## config.mk

```make
export PLATFORM = sky130hd
export DESIGN_NAME = sat_fir2
export DESIGN_NICKNAME = d
export VERILOG_FILES = /design/src/rtl/sat_fir_pkg.sv /design/src/rtl/fir_hs_ctrl.sv /design/src/rtl/fir_tap_path.sv /design/src/rtl/fir_clamp.sv /design/src/rtl/sat_fir2.sv
export SDC_FILE = /design/constraint.sdc
export NUM_CORES = 1
export LEC_CHECK = 0
export ABC_AREA = 1
export BUFFER_PORTS_ARGS = -buffer_cell sky130_fd_sc_hd__buf_2
export CAP_MARGIN = 20
export CORE_MARGIN = 1.5
export CORE_UTILIZATION = 40
export DETAILED_ROUTE_END_ITERATION = 12
export GPL_ROUTABILITY_DRIVEN = 0
export HOLD_SLACK_MARGIN = 0.08
export PLACE_DENSITY = 0.72
export RECOVER_POWER = 50
export SKIP_CTS_REPAIR_TIMING = 1
export SYNTH_ARGS = -nofsm -noshare
export SYNTH_HDL_FRONTEND = slang
export SYNTH_SLANG_ARGS = --single-unit
export TNS_END_PERCENT = 50
```

## constraint.sdc

```tcl
create_clock -name clk -period 1.64 [get_ports clk]
set_clock_uncertainty 0.2 [all_clocks]
set_input_delay 0.328 -clock clk [delete_from_list [all_inputs] [get_ports clk]]
set_output_delay 0.328 -clock clk [all_outputs]
set_load 0.01 [all_outputs]
```

## src/rtl/sat_fir_pkg.sv

```systemverilog
package sat_fir_pkg;
  // Gains of the two taps.
  localparam int unsigned CUR_GAIN  = 4;
  localparam int unsigned PREV_GAIN = 3;

  // Handshake phase of the controller.
  typedef enum logic {
    PH_WAIT_REQ = 1'b0,
    PH_HOLD_ACK = 1'b1
  } hs_phase_t;
endpackage

```

## src/rtl/fir_hs_ctrl.sv

```systemverilog
module fir_hs_ctrl
  import sat_fir_pkg::*;
(
  input  logic clk,
  input  logic rst_n,
  input  logic start,
  output logic accept,
  output logic done
);
  hs_phase_t phase_q, phase_d;

  always_comb begin
    phase_d = phase_q;
    accept  = 1'b0;
    unique case (phase_q)
      PH_WAIT_REQ: if (start) begin
        accept  = 1'b1;
        phase_d = PH_HOLD_ACK;
      end
      PH_HOLD_ACK: if (!start) phase_d = PH_WAIT_REQ;
      default: phase_d = PH_WAIT_REQ;
    endcase
  end

  always_ff @(posedge clk) begin
    if (!rst_n) phase_q <= PH_WAIT_REQ;
    else        phase_q <= phase_d;
  end

  assign done = (phase_q == PH_HOLD_ACK);
endmodule

```

## src/rtl/fir_tap_path.sv

```systemverilog
module fir_tap_path
  import sat_fir_pkg::*;
#(
  parameter int unsigned DATA_W = 8
) (
  input  logic              clk,
  input  logic              rst_n,
  input  logic              accept,
  input  logic [DATA_W-1:0] sample,
  output logic [DATA_W-1:0] raw_sum
);
  localparam int unsigned PW = 2 * DATA_W;

  logic [DATA_W-1:0] tap_q;
  logic [PW-1:0]     wide_x;
  logic [PW-1:0]     cur_prod;
  logic [PW-1:0]     prev_prod;
  logic [PW-1:0]     wide_sum;

  assign wide_x    = PW'(sample);
  assign cur_prod  = wide_x * PW'(CUR_GAIN);
  assign prev_prod = wide_x * PW'(PREV_GAIN);
  assign wide_sum  = cur_prod + PW'(tap_q);
  assign raw_sum   = wide_sum[DATA_W-1:0];

  // Delayed tap held as a precomputed product, truncated to DATA_W.
  always_ff @(posedge clk) begin
    if (!rst_n)      tap_q <= '0;
    else if (accept) tap_q <= prev_prod[DATA_W-1:0];
  end
endmodule

```

## src/rtl/fir_clamp.sv

```systemverilog
module fir_clamp #(
  parameter int unsigned DATA_W = 8
) (
  input  logic [DATA_W-1:0] raw,
  output logic [DATA_W-1:0] clamped
);
  localparam logic [DATA_W-1:0] CAP = {2'b00, {(DATA_W-2){1'b1}}};

  always_comb begin
    if (raw[DATA_W-1])      clamped = '0;
    else if (raw[DATA_W-2]) clamped = CAP;
    else                    clamped = raw;
  end
endmodule

```

## src/rtl/sat_fir2.sv

```systemverilog
module sat_fir2 #(
  parameter int unsigned DATA_W = 8
) (
  input  logic              clk,
  input  logic              rst_n,
  input  logic              start,
  input  logic [DATA_W-1:0] sample,
  output logic              done,
  output logic [DATA_W-1:0] result
);
  logic              accept;
  logic [DATA_W-1:0] raw_sum;
  logic [DATA_W-1:0] clamped;
  logic [DATA_W-1:0] result_q;

  fir_hs_ctrl u_ctrl (
    .clk    (clk),
    .rst_n  (rst_n),
    .start  (start),
    .accept (accept),
    .done   (done)
  );

  fir_tap_path #(.DATA_W(DATA_W)) u_path (
    .clk     (clk),
    .rst_n   (rst_n),
    .accept  (accept),
    .sample  (sample),
    .raw_sum (raw_sum)
  );

  fir_clamp #(.DATA_W(DATA_W)) u_clamp (
    .raw     (raw_sum),
    .clamped (clamped)
  );

  always_ff @(posedge clk) begin
    if (!rst_n)      result_q <= '0;
    else if (accept) result_q <= clamped;
  end

  assign result = result_q;
endmodule

```

---- Word-level counts from Yosys, hierarchy flattened ----
Index checks and enable logic that the tools add are counted.
word-level totals
  output and inout port bits .............. 9
  input bits .............................. 11
  bits in registers ....................... 17
operators by class
  add/sub/neg operators ................... 1
  muxes and demuxes ....................... 4
  multiply operators ...................... 1
operators by type and width
  kind                                              count
  adder 8 bit                                       1
  multiplier 8 x 2 -> 8 bit, second input constant  1
  2-to-1 mux 8 bit                                  1
  2-to-1 mux 6 bit                                  1
  2-to-1 mux 1 bit                                  2

---- Depth between registers and ports, before layout ----
Gate-level depths: netlist of run 1.
  depth after elaboration ................. 3
  gate-level depth with buffers ........... 10
  depth with buffers taken out ............ 10

---- Modules after synthesis ----
Synthesis of run 1 repeated with hierarchy kept, for this count alone.
second synthesis, totals
  cells, all modules ...................... 170
  area, all modules ....................... 1208.7 sq um
by module, submodules not included
  module        sequential area each (sq um)  cells an instance  times used  area each (sq um)
  fir_tap_path  160.2                         99                 1           750.7
  sat_fir2      160.2                         51                 1           356.6
  fir_clamp     0.0                           15                 1           63.8
  fir_hs_ctrl   20.0                          5                  1           37.5

---- Worst setup path after synthesis of run 1 ----
Ideal clock, no wire load.
  kind .................................... input to register
  from .................................... input sample[0]
  to ...................................... register result_q[0] (netlist: result[0])
  setup time .............................. 120 ps
  cell stages on the path ................. 10
  buffers on the path ..................... 0
  data arrival time ....................... 1506 ps
  slack ................................... -185 ps
  path through ............................ ha_1 -> inv_1 -> fa_1 -> nand3b_1 -> nand2_1 -> nand2_1 -> nand2_1 -> nand2_1 -> nand3_1 -> a21oi_1
on the way
  longest elaborated chain between the ends .. 3
ends and longest elaborated chain
  element                 RTL line            RTL
  start: declaration      sat_fir2.sv:7       input logic [DATA_W-1:0] sample,
  adder 8 bit (*)         fir_tap_path.sv:23  assign wide_sum = cur_prod + PW'(tap_q);
  2-to-1 mux 6 bit        fir_clamp.sv:11     else if (raw[DATA_W-2]) clamped = CAP;
  2-to-1 mux 8 bit (*)    fir_clamp.sv:10     if (raw[DATA_W-1]) clamped = '0;
  end signal: assignment  sat_fir2.sv:39      else if (accept) result_q <= clamped;
  end: declaration        sat_fir2.sv:14      logic [DATA_W-1:0] result_q;
Mark *: on every way between the ends. The rest lies on a longest branch, timed or not.
A chain may end at the register's enable or synchronous reset.

---- Worst setup path after layout of run 1 ----
  from .................................... register u_path.tap_q[2]
  to ...................................... register result_q[3] (netlist: result[3])
on the way
  longest elaborated chain between the ends .. 3
ends and longest elaborated chain
  element                   RTL line            RTL
  start: declaration        fir_tap_path.sv:14  logic [DATA_W-1:0] tap_q;
  start signal: assignment  fir_tap_path.sv:29  else if (accept) tap_q <= prev_prod[DATA_W-1:0];
  adder 8 bit (*)           fir_tap_path.sv:23
  2-to-1 mux 6 bit          fir_clamp.sv:11
  2-to-1 mux 8 bit (*)      fir_clamp.sv:10
Marks and branches as above.

==> impl_metrics.tcl, run 1 <==
set metrics [dict create \
    dp_hpwl_um 1970 \
    rows 18 \
    diodes 0 \
    fin_crit_ns 1.86 \
    io_pins 20 \
    die_w_um 54.6 \
    final-setup-viol-count 6 \
    violations "setup timing" \
    cp-end-kind "flop" \
    synth_cells 150 \
    rsz0062_at_grt "true" \
    fmax_ghz 0.537 \
    critPathMaxFanout 6 \
    ys_seq_area_share_pct 28.2 \
    drv_cap 0 \
    reg2reg_from "u_path.tap_q[2]" \
    outcome "finished with violations" \
    insertion_delay_ns 0.29 \
    r2r_cells 9 \
    h-tree-depth 1 \
    syn_area_per_cell_um2 7.10 \
    fin_area_um2 1340 \
    finalWirelength_um 2420 \
    cts_root_buf "clkbuf_4" \
    worstSetupPathType "flop to flop" \
    ir_worst_vdd_v 0.000642 \
    area.sequential_um2 302 \
    multi_input_area_um2 703 \
    via_per_inst 4.99 \
    synth_cell_type_count 24 \
    die_y_um 54.6 \
    antenna_found_initial 0 \
    grt_pass1_wl_um 3820 \
    placed_area_um2 1280 \
    numCtsBuffers 3 \
    num_vias 1058 \
    utilization_pct 53.8 \
    startpoint "u_path.tap_q[2]" \
    first_iter_violations 16 \
    dr.pass1.iters 4 \
    fin_cells 212 \
    grt_remaining_overflow 0 \
    synth-seq-cells 15 \
    cellPowerDensity_nw_per_um2 747 \
    worstPathRequired_ns 1.66 \
    yosysWarnings 0 \
    track_usage_pct 17.9 \
    ant_nets 0 \
    fin_ws_ns -0.221 \
    syn_to_final_growth_pct 26.2 \
    hold_path_depth 3 \
    layout.nets 207 \
    dpl_worst_slack_ns -0.325 \
    clk_path_buf_depth 2 \
    drv_slew 0 \
    coreArea_um2 2500 \
    initial_core_util_pct 42.6 \
    cts_tree "done" \
    syn_area_um2 1060 \
    grt_max_degree 13 \
    wl_per_cell_um 11.4 \
    io_buffers 17 \
    timing.hold.ws_ns 0.110 \
    remaining_drc_errors 0 \
    dp_cells 206 \
    dieArea_um2 2980 \
    period_share_pct 113 \
    leakagePower_uw 0.000674 \
    clock_sinks 15 \
    drive_gt1_share_pct 25.8 \
    hp-class "primary input to flop" \
    clkTransAtPathRegs_ns 0.10 \
    cp.arrival_ns 1.89 \
    start_kind "flop" \
    grt_pass1_vias 934 \
    nFillCells 260 \
    final-hold-violation-count 0 \
    min_from "rst_n" \
]
-- critical path, cell delays in order, from the launching register on --
cell and delay [ns]:
dfxtp_2 0.37, ha_4 0.14, inv_2 0.03, fa_2 0.34, nand3b_1 0.20, nand3b_1 0.13, nand2_2 0.11, nand2_1 0.08
nand3_1 0.08, a21oi_1 0.12
-- per-stage QoR --
step	TNS, ns	power (µW)
finish	-1.27	1000
global route	-1.74	1080
CTS	-1.19	990
detailed placement	-2.51	772
global placement	-2.18	757
floorplan	-0.380	655
-- final cells by class --
| class | count | area share [%] |
|---|---|---|
| repair buffers | 31 | 13.7 |
| well taps | 30 | 2.79 |
| multi-input cells | 108 | 52.3 |
| flip-flops and latches | 15 | 22.4 |
| clock inverters | 1 | 0.372 |
| inverters | 24 | 6.70 |
| clock buffers | 3 | 1.68 |
-- registers in the layout (all words and copies together) (netlist names) --
signal and flops:
u_path.tap_q 8, result 6, u_ctrl.done 1
-- path summary, 6_finish.rpt --
path | end | slack, ns
hold reg to reg | u_path.tap_q[1] | 0.26
hold / removal | u_ctrl.done | 0.11
setup / recovery | result[3] | -0.22
setup reg to reg | result[3] | -0.22
-- cells in the final DEF, fill, tap and decap left out, types with 5 or more instances in the layout --
cell type  Yosys  routed
nand2_1       33      31
a21oi_1       18      17
buf_2          1      10
nand3_1       15      12
buf_4          2      13
clkbuf_1       0       7
nor2_1         5       5
ha_1          11      10
dfxtp_1       15      14
nand2_2        3       5
inv_1         21      20
-- power breakdown --
group          internal (µW)  switching [µW]
Clock                   90.8             132
Combinational            159             211
Sequential               396            16.5
-- synth_stat cells --
library cell  instances  area [µm²]
nand3b_1              3        22.5
xor2_1                4        35.0
nand3_1              15        75.1
buf_4                 2        15.0
conb_1                1        3.75
buf_2                 1        5.00
o211ai_1              1        7.51
o21ai_0               4        20.0
inv_1                21        78.8
inv_2                 2        7.51
nand2_1              33         124
clkbuf_4              1        7.51
nand2_2               3        18.8
nand2_4               1        11.3
nor2_1                5        18.8
nand3_2               1        10.0
nand4_1               1        6.26
nor2_4                1        11.3
o21ai_1               3        15.0
dfxtp_1              15         300
ha_1                 11         138
a21oi_1              18        90.1
clkinv_1              1        3.75
fa_1                  2        40.0
-- layer usage --
layer	global-route usage, %	wire length, µm	vias to the layer above
met5	0	0	-
met4	4.58	29	0
met3	5.74	98	4
met2	33.3	1240	27
met1	19.1	1050	483
li1	-	-	544
-- logic make-up after synthesis --
| logic type | count (synthesis) | synth area share [%] |
|---|---|---|
| buffers and inverters | 28 | 11.0 |
| AND/OR/NAND/NOR | 63 | 28.0 |
| other | 1 | 0.352 |
| AO/OA/AOI/OAI | 26 | 12.5 |
| adder cells (fa/ha/maj) | 13 | 16.7 |
| flip-flops | 15 | 28.2 |
| XOR/XNOR | 4 | 3.29 |
No activity file was read; power rests on OpenSTA's default activity.
==> run 2: changes to the inputs <==
--- a/constraint.sdc
+++ b/constraint.sdc
@@ -4,2 +4,2 @@
 set_output_delay 0.328 -clock clk [all_outputs]
-set_load 0.01 [all_outputs]
+set_load 0.05 [all_outputs]
==> run 2 against run 1 <==
Highest routed layer unchanged. The flow still finishes with violations (setup timing). Non-clock buffer count unchanged. Clock-buffer cell count unchanged. Die area unchanged.
==> impl_metrics.tcl, run 2 (synthesis gave the netlist of run 1 again) <==
set metrics [dict create \
    outcome "finished with violations" \
    violations "setup timing" \
    placed_area_um2 1280 \
    drv_cap 0 \
    fmax_ghz 0.537 \
    period_share_pct 114 \
    numCtsBuffers 3 \
    grt_pass1_wl_um 3820 \
    dp_cells 206 \
    die_y_um 54.6 \
    tns_ns -1.30 \
    initial_core_util_pct 42.6 \
    finalWirelength_um 2400 \
    drive_gt1_share_pct 28.0 \
    drv_slew 0 \
    num_vias 1053 \
    r2r-end "result[3]" \
    fin_area_um2 1340 \
    first_iter_violations 15 \
    antenna_found_initial 0 \
    grtUsageMet2_pct 33.3 \
    die_w_um 54.6 \
    h-tree-depth 1 \
    final_common_cell "nand2_1" \
    grt_remaining_overflow 0 \
    worstSetupEndpoint "result[3]" \
    r2r_slack_ns -0.22 \
    largest-register "u_path.tap_q" \
    coreArea_um2 2500 \
    dr.pass1.iters 4 \
    io_pins 20 \
    final-setup-viol-count 7 \
    worstSetupPathType "flop to flop" \
    dieArea_um2 2980 \
    layout_common_cells "nand2_1, inv_1, a21oi_1" \
    via_per_inst 4.97 \
    start_kind "flop" \
    cellPowerDensity_nw_per_um2 785 \
    diodes 0 \
    startpoint "u_path.tap_q[2]" \
    largest_reg_flops 8 \
    layout.nets 207 \
    rsz0062_at_grt "true" \
    leakagePower_uw 0.000695 \
    fin_crit_ns 1.86 \
    io_buffers 17 \
    cts_tree "done" \
    grt-busiest-layer "met2" \
    cts_root_buf "clkbuf_4" \
    ant_nets 0 \
    remaining_drc_errors 0 \
    hp-class "primary input to flop" \
    track_usage_pct 17.9 \
    r2r_cells 9 \
    clkTransAtPathRegs_ns 0.10 \
    critPathMaxFanout 6 \
    met3_usage_pct 5.74 \
    fin_cells 212 \
    wl_per_cell_um 11.3 \
    fin_ws_ns -0.222 \
    reg2reg_from "u_path.tap_q[2]" \
    dp_hpwl_um 1970 \
    clock_sinks 15 \
    ir_worst_vdd_v 0.000702 \
    grt_max_degree 13 \
    cp-end-kind "flop" \
    cp.arrival_ns 1.89 \
    dpl_worst_slack_ns -0.325 \
    rows 18 \
    worstPathRequired_ns 1.66 \
    final-hold-violation-count 0 \
    syn_to_final_growth_pct 26.1 \
    clk_path_buf_depth 2 \
    gr-usage-met1_pct 19.1 \
    grt_pass1_vias 934 \
    insertion_delay_ns 0.29 \
]
[run 2: changes by cell type in the layout (fill, tap and decap cells not counted), sizes merged]
cell | before | now
buf | 23 | 27
clkbuf | 10 | 6
[run 2: how the worst min path moves through the flow]
stage	start	to	slack [ns]	cells past startpoint
6_report	rst_n	u_ctrl.done	0.11	3
3_5_place_dp	u_path.tap_q[1]	u_path.tap_q[1]	0.25	2
4_1_cts	start	u_ctrl.done	0.04	3
5_1_grt	rst_n	u_ctrl.done	0.12	3
2_1_floorplan	start	u_ctrl.done	0.22	2
3_3_place_gp	u_path.tap_q[1]	u_path.tap_q[1]	0.25	2
[run 2: through the flow]
stage	power [µW]	hold slack, ns	utilization (%)
final	1050	0.108	53.7
after global placement	807	0.249	51.2
after floorplan	705	0.221	-
after CTS	1040	0.0399	52.3
after global routing	1130	0.124	53.7
after detailed placement	822	0.249	51.2
[run 2: cell type report]
| cell class | instances | area [µm²] |
|---|---|---|
| clock buffers | 3 | 22.5 |
| flip-flops and latches | 15 | 302 |
| multi-input cells | 108 | 696 |
| fillers | 256 | 1160 |
| clock inverters | 1 | 5.00 |
| well taps | 30 | 37.5 |
| inverters | 24 | 90.1 |
| repair buffers | 31 | 190 |
[run 2: power breakdown]
part / switching (µW) / leakage, µW / internal (µW) / total, µW
Clock: 132 / 0.0000177 / 90.8 / 223
Sequential: 15.6 / 0.000124 / 396 / 412
Combinational: 259 / 0.000554 / 161 / 420
[run 2: critical path, stage by stage (launching register included)]
cell	delay, ns
dfxtp_2	0.37
ha_4	0.14
inv_2	0.03
fa_2	0.34
nand3b_1	0.20
nand3b_1	0.13
nand2_2	0.11
nand2_1	0.08
nand3_1	0.08
a21oi_1	0.12
[run 2: layer usage]
metal / part of all wire (%) / vias up
met5: 0 / -
met2: 52 / 21
met3: 3.7 / 4
li1: - / 545
met1: 43 / 483
met4: 1.2 / 0
==> run 3: changes to the inputs <==
Settings changed: CORE_UTILIZATION 40 to 45, PLACE_DENSITY 0.72 to 0.78, SLEW_MARGIN set to 20.
==> run 3 against run 2 <==
Power shrank 0.53%. Clock power fell by 2%. Highest routed layer unchanged. Fmax up 0.32%. Sequential cell count is the same. Largest power group unchanged. Via count is 0.66% lower. The run still ends with setup timing left.
==> impl_metrics.tcl, run 3 (synthesis gave the netlist of run 1 again) <==
set metrics [dict create \
    worstSetupEndpoint "result[3]" \
    fmax_ghz 0.539 \
    r2r_slack_ns -0.22 \
    fin_crit_ns 1.86 \
    utilization_pct 59.9 \
    num_vias 1046 \
    track_usage_pct 19.8 \
    via_per_inst 4.96 \
    crit_path_cell_trace "ha_4 > inv_2 > fa_2 > nand3b_1 > nand3b_1 > nand2_2 > nand2_1 > nand3_1 > a21oi_1" \
    cp-end-kind "flop" \
    power_uw 1050 \
    drive_gt1_share_pct 28.4 \
    clkPwrFrac_pct 20.9 \
    cts_tree "done" \
    coreArea_um2 2230 \
    critPathMostFrequentCell "nand3b_1" \
    worstPathRequired_ns 1.65 \
    numCtsBuffers 3 \
    antenna_found_initial 0 \
    layout.nets 208 \
    die_y_um 51.6 \
    critPathMaxFanout 6 \
    insertion_delay_ns 0.29 \
    rsz0062_at_grt "true" \
    drv_slew 0 \
    largest-register "u_path.tap_q" \
    max_stage_delay_ns 0.38 \
    cp.arrival_ns 1.86 \
    ir_worst_vdd_v 0.000370 \
    h-tree-depth 1 \
    io_buffers 17 \
    pwr-share-seq_pct 39.5 \
    combPwrFrac_pct 39.6 \
    remaining_drc_errors 0 \
    start_kind "flop" \
    ant_nets 0 \
    cellPowerDensity_nw_per_um2 783 \
    worstSetupPathType "flop to flop" \
    leakagePower_uw 0.000698 \
    largest_reg_flops 8 \
    final-setup-viol-count 6 \
    io_pins 20 \
    hp-class "primary input to flop" \
    startpoint "u_path.tap_q[2]" \
    drv_cap 0 \
    final-hold-violation-count 0 \
    clock_sinks 15 \
    period_share_pct 113 \
    dpl_worst_slack_ns -0.313 \
    reg2reg_from "u_path.tap_q[2]" \
    rows 17 \
    dieArea_um2 2670 \
    worstSetupPathDepth 9 \
    die_w_um 51.6 \
    switching_share_pct 38.0 \
    switchingPower_uw 398 \
    finalWirelength_um 2350 \
    grt_max_degree 13 \
    dp_hpwl_um 1860 \
    tns_ns -1.14 \
    grt_pass1_wl_um 3970 \
    critPathTopFamily "simple AND/OR/NAND/NOR gates" \
    diodes 0 \
    clkTransAtPathRegs_ns 0.10 \
    cts_root_buf "clkbuf_4" \
    grt_pass1_vias 993 \
    initial_core_util_pct 47.7 \
    syn_to_final_growth_pct 25.7 \
    final_common_cell "nand2_1" \
    worst-path-buf-inv 1 \
    first_iter_violations 14 \
    crit_slowest_cell "dfxtp_2" \
    violations "setup timing" \
    grt_remaining_overflow 0 \
    layout_common_cells "nand2_1, inv_1, a21oi_1" \
    r2r_cells 9 \
    fin_ws_ns -0.216 \
    dr.pass1.iters 4 \
    clk_path_buf_depth 2 \
    internal_power_uw 650 \
    wl_per_cell_um 11.1 \
    outcome "finished with violations" \
    r2r-end "result[3]" \
]
run 3: tightest hold or removal path, stage by stage:
cell and delay, ns:
buf_2 0.14, nand2_1 0.07, inv_1 0.03
run 3: worst min-delay path by stage:
stage | endpoint | cells past startpoint | slack [ns] | startpoint
global route | u_ctrl.done | 3 | 0.10 | rst_n
CTS | u_ctrl.done | 3 | 0.02 | start
floorplan | u_ctrl.done | 2 | 0.22 | start
global placement | result[0] | 2 | 0.25 | result[0]
finish | u_ctrl.done | 3 | 0.10 | rst_n
detailed placement | u_path.tap_q[1] | 2 | 0.25 | u_path.tap_q[1]
run 3: power groups by stage:
stage               Sequential (µW)  Combinational [µW]  Clock [µW]
floorplan                       467                 238           0
global placement                420                 388           0
detailed placement              422                 400           0
CTS                             413                 403         226
finish                          414                 415         219
global route                    418                 464         240
run 3: layout make-up:
class,instances,area (µm²)
clock buffer,3,22.5
clock inverter,1,5.00
fill,228,895
inverter,24,90.1
multi-input combinational,108,686
sequential,15,302
tap,28,35.0
timing repair buffer,32,199
run 3: layer usage:
layer,GRT usage (%),wire [µm]
met5,0,0
met4,10.1,48
met3,3.45,69
met2,35.5,1190
met1,22.3,1040
run 3: stage by stage:
step	instances	area [µm²]	hold WS, ns
after global routing	211	1340	0.101
after detailed placement	205	1280	0.251
after global placement	205	1280	0.251
final	211	1340	0.100
after CTS	209	1310	0.0226
after floorplan	151	1090	0.221
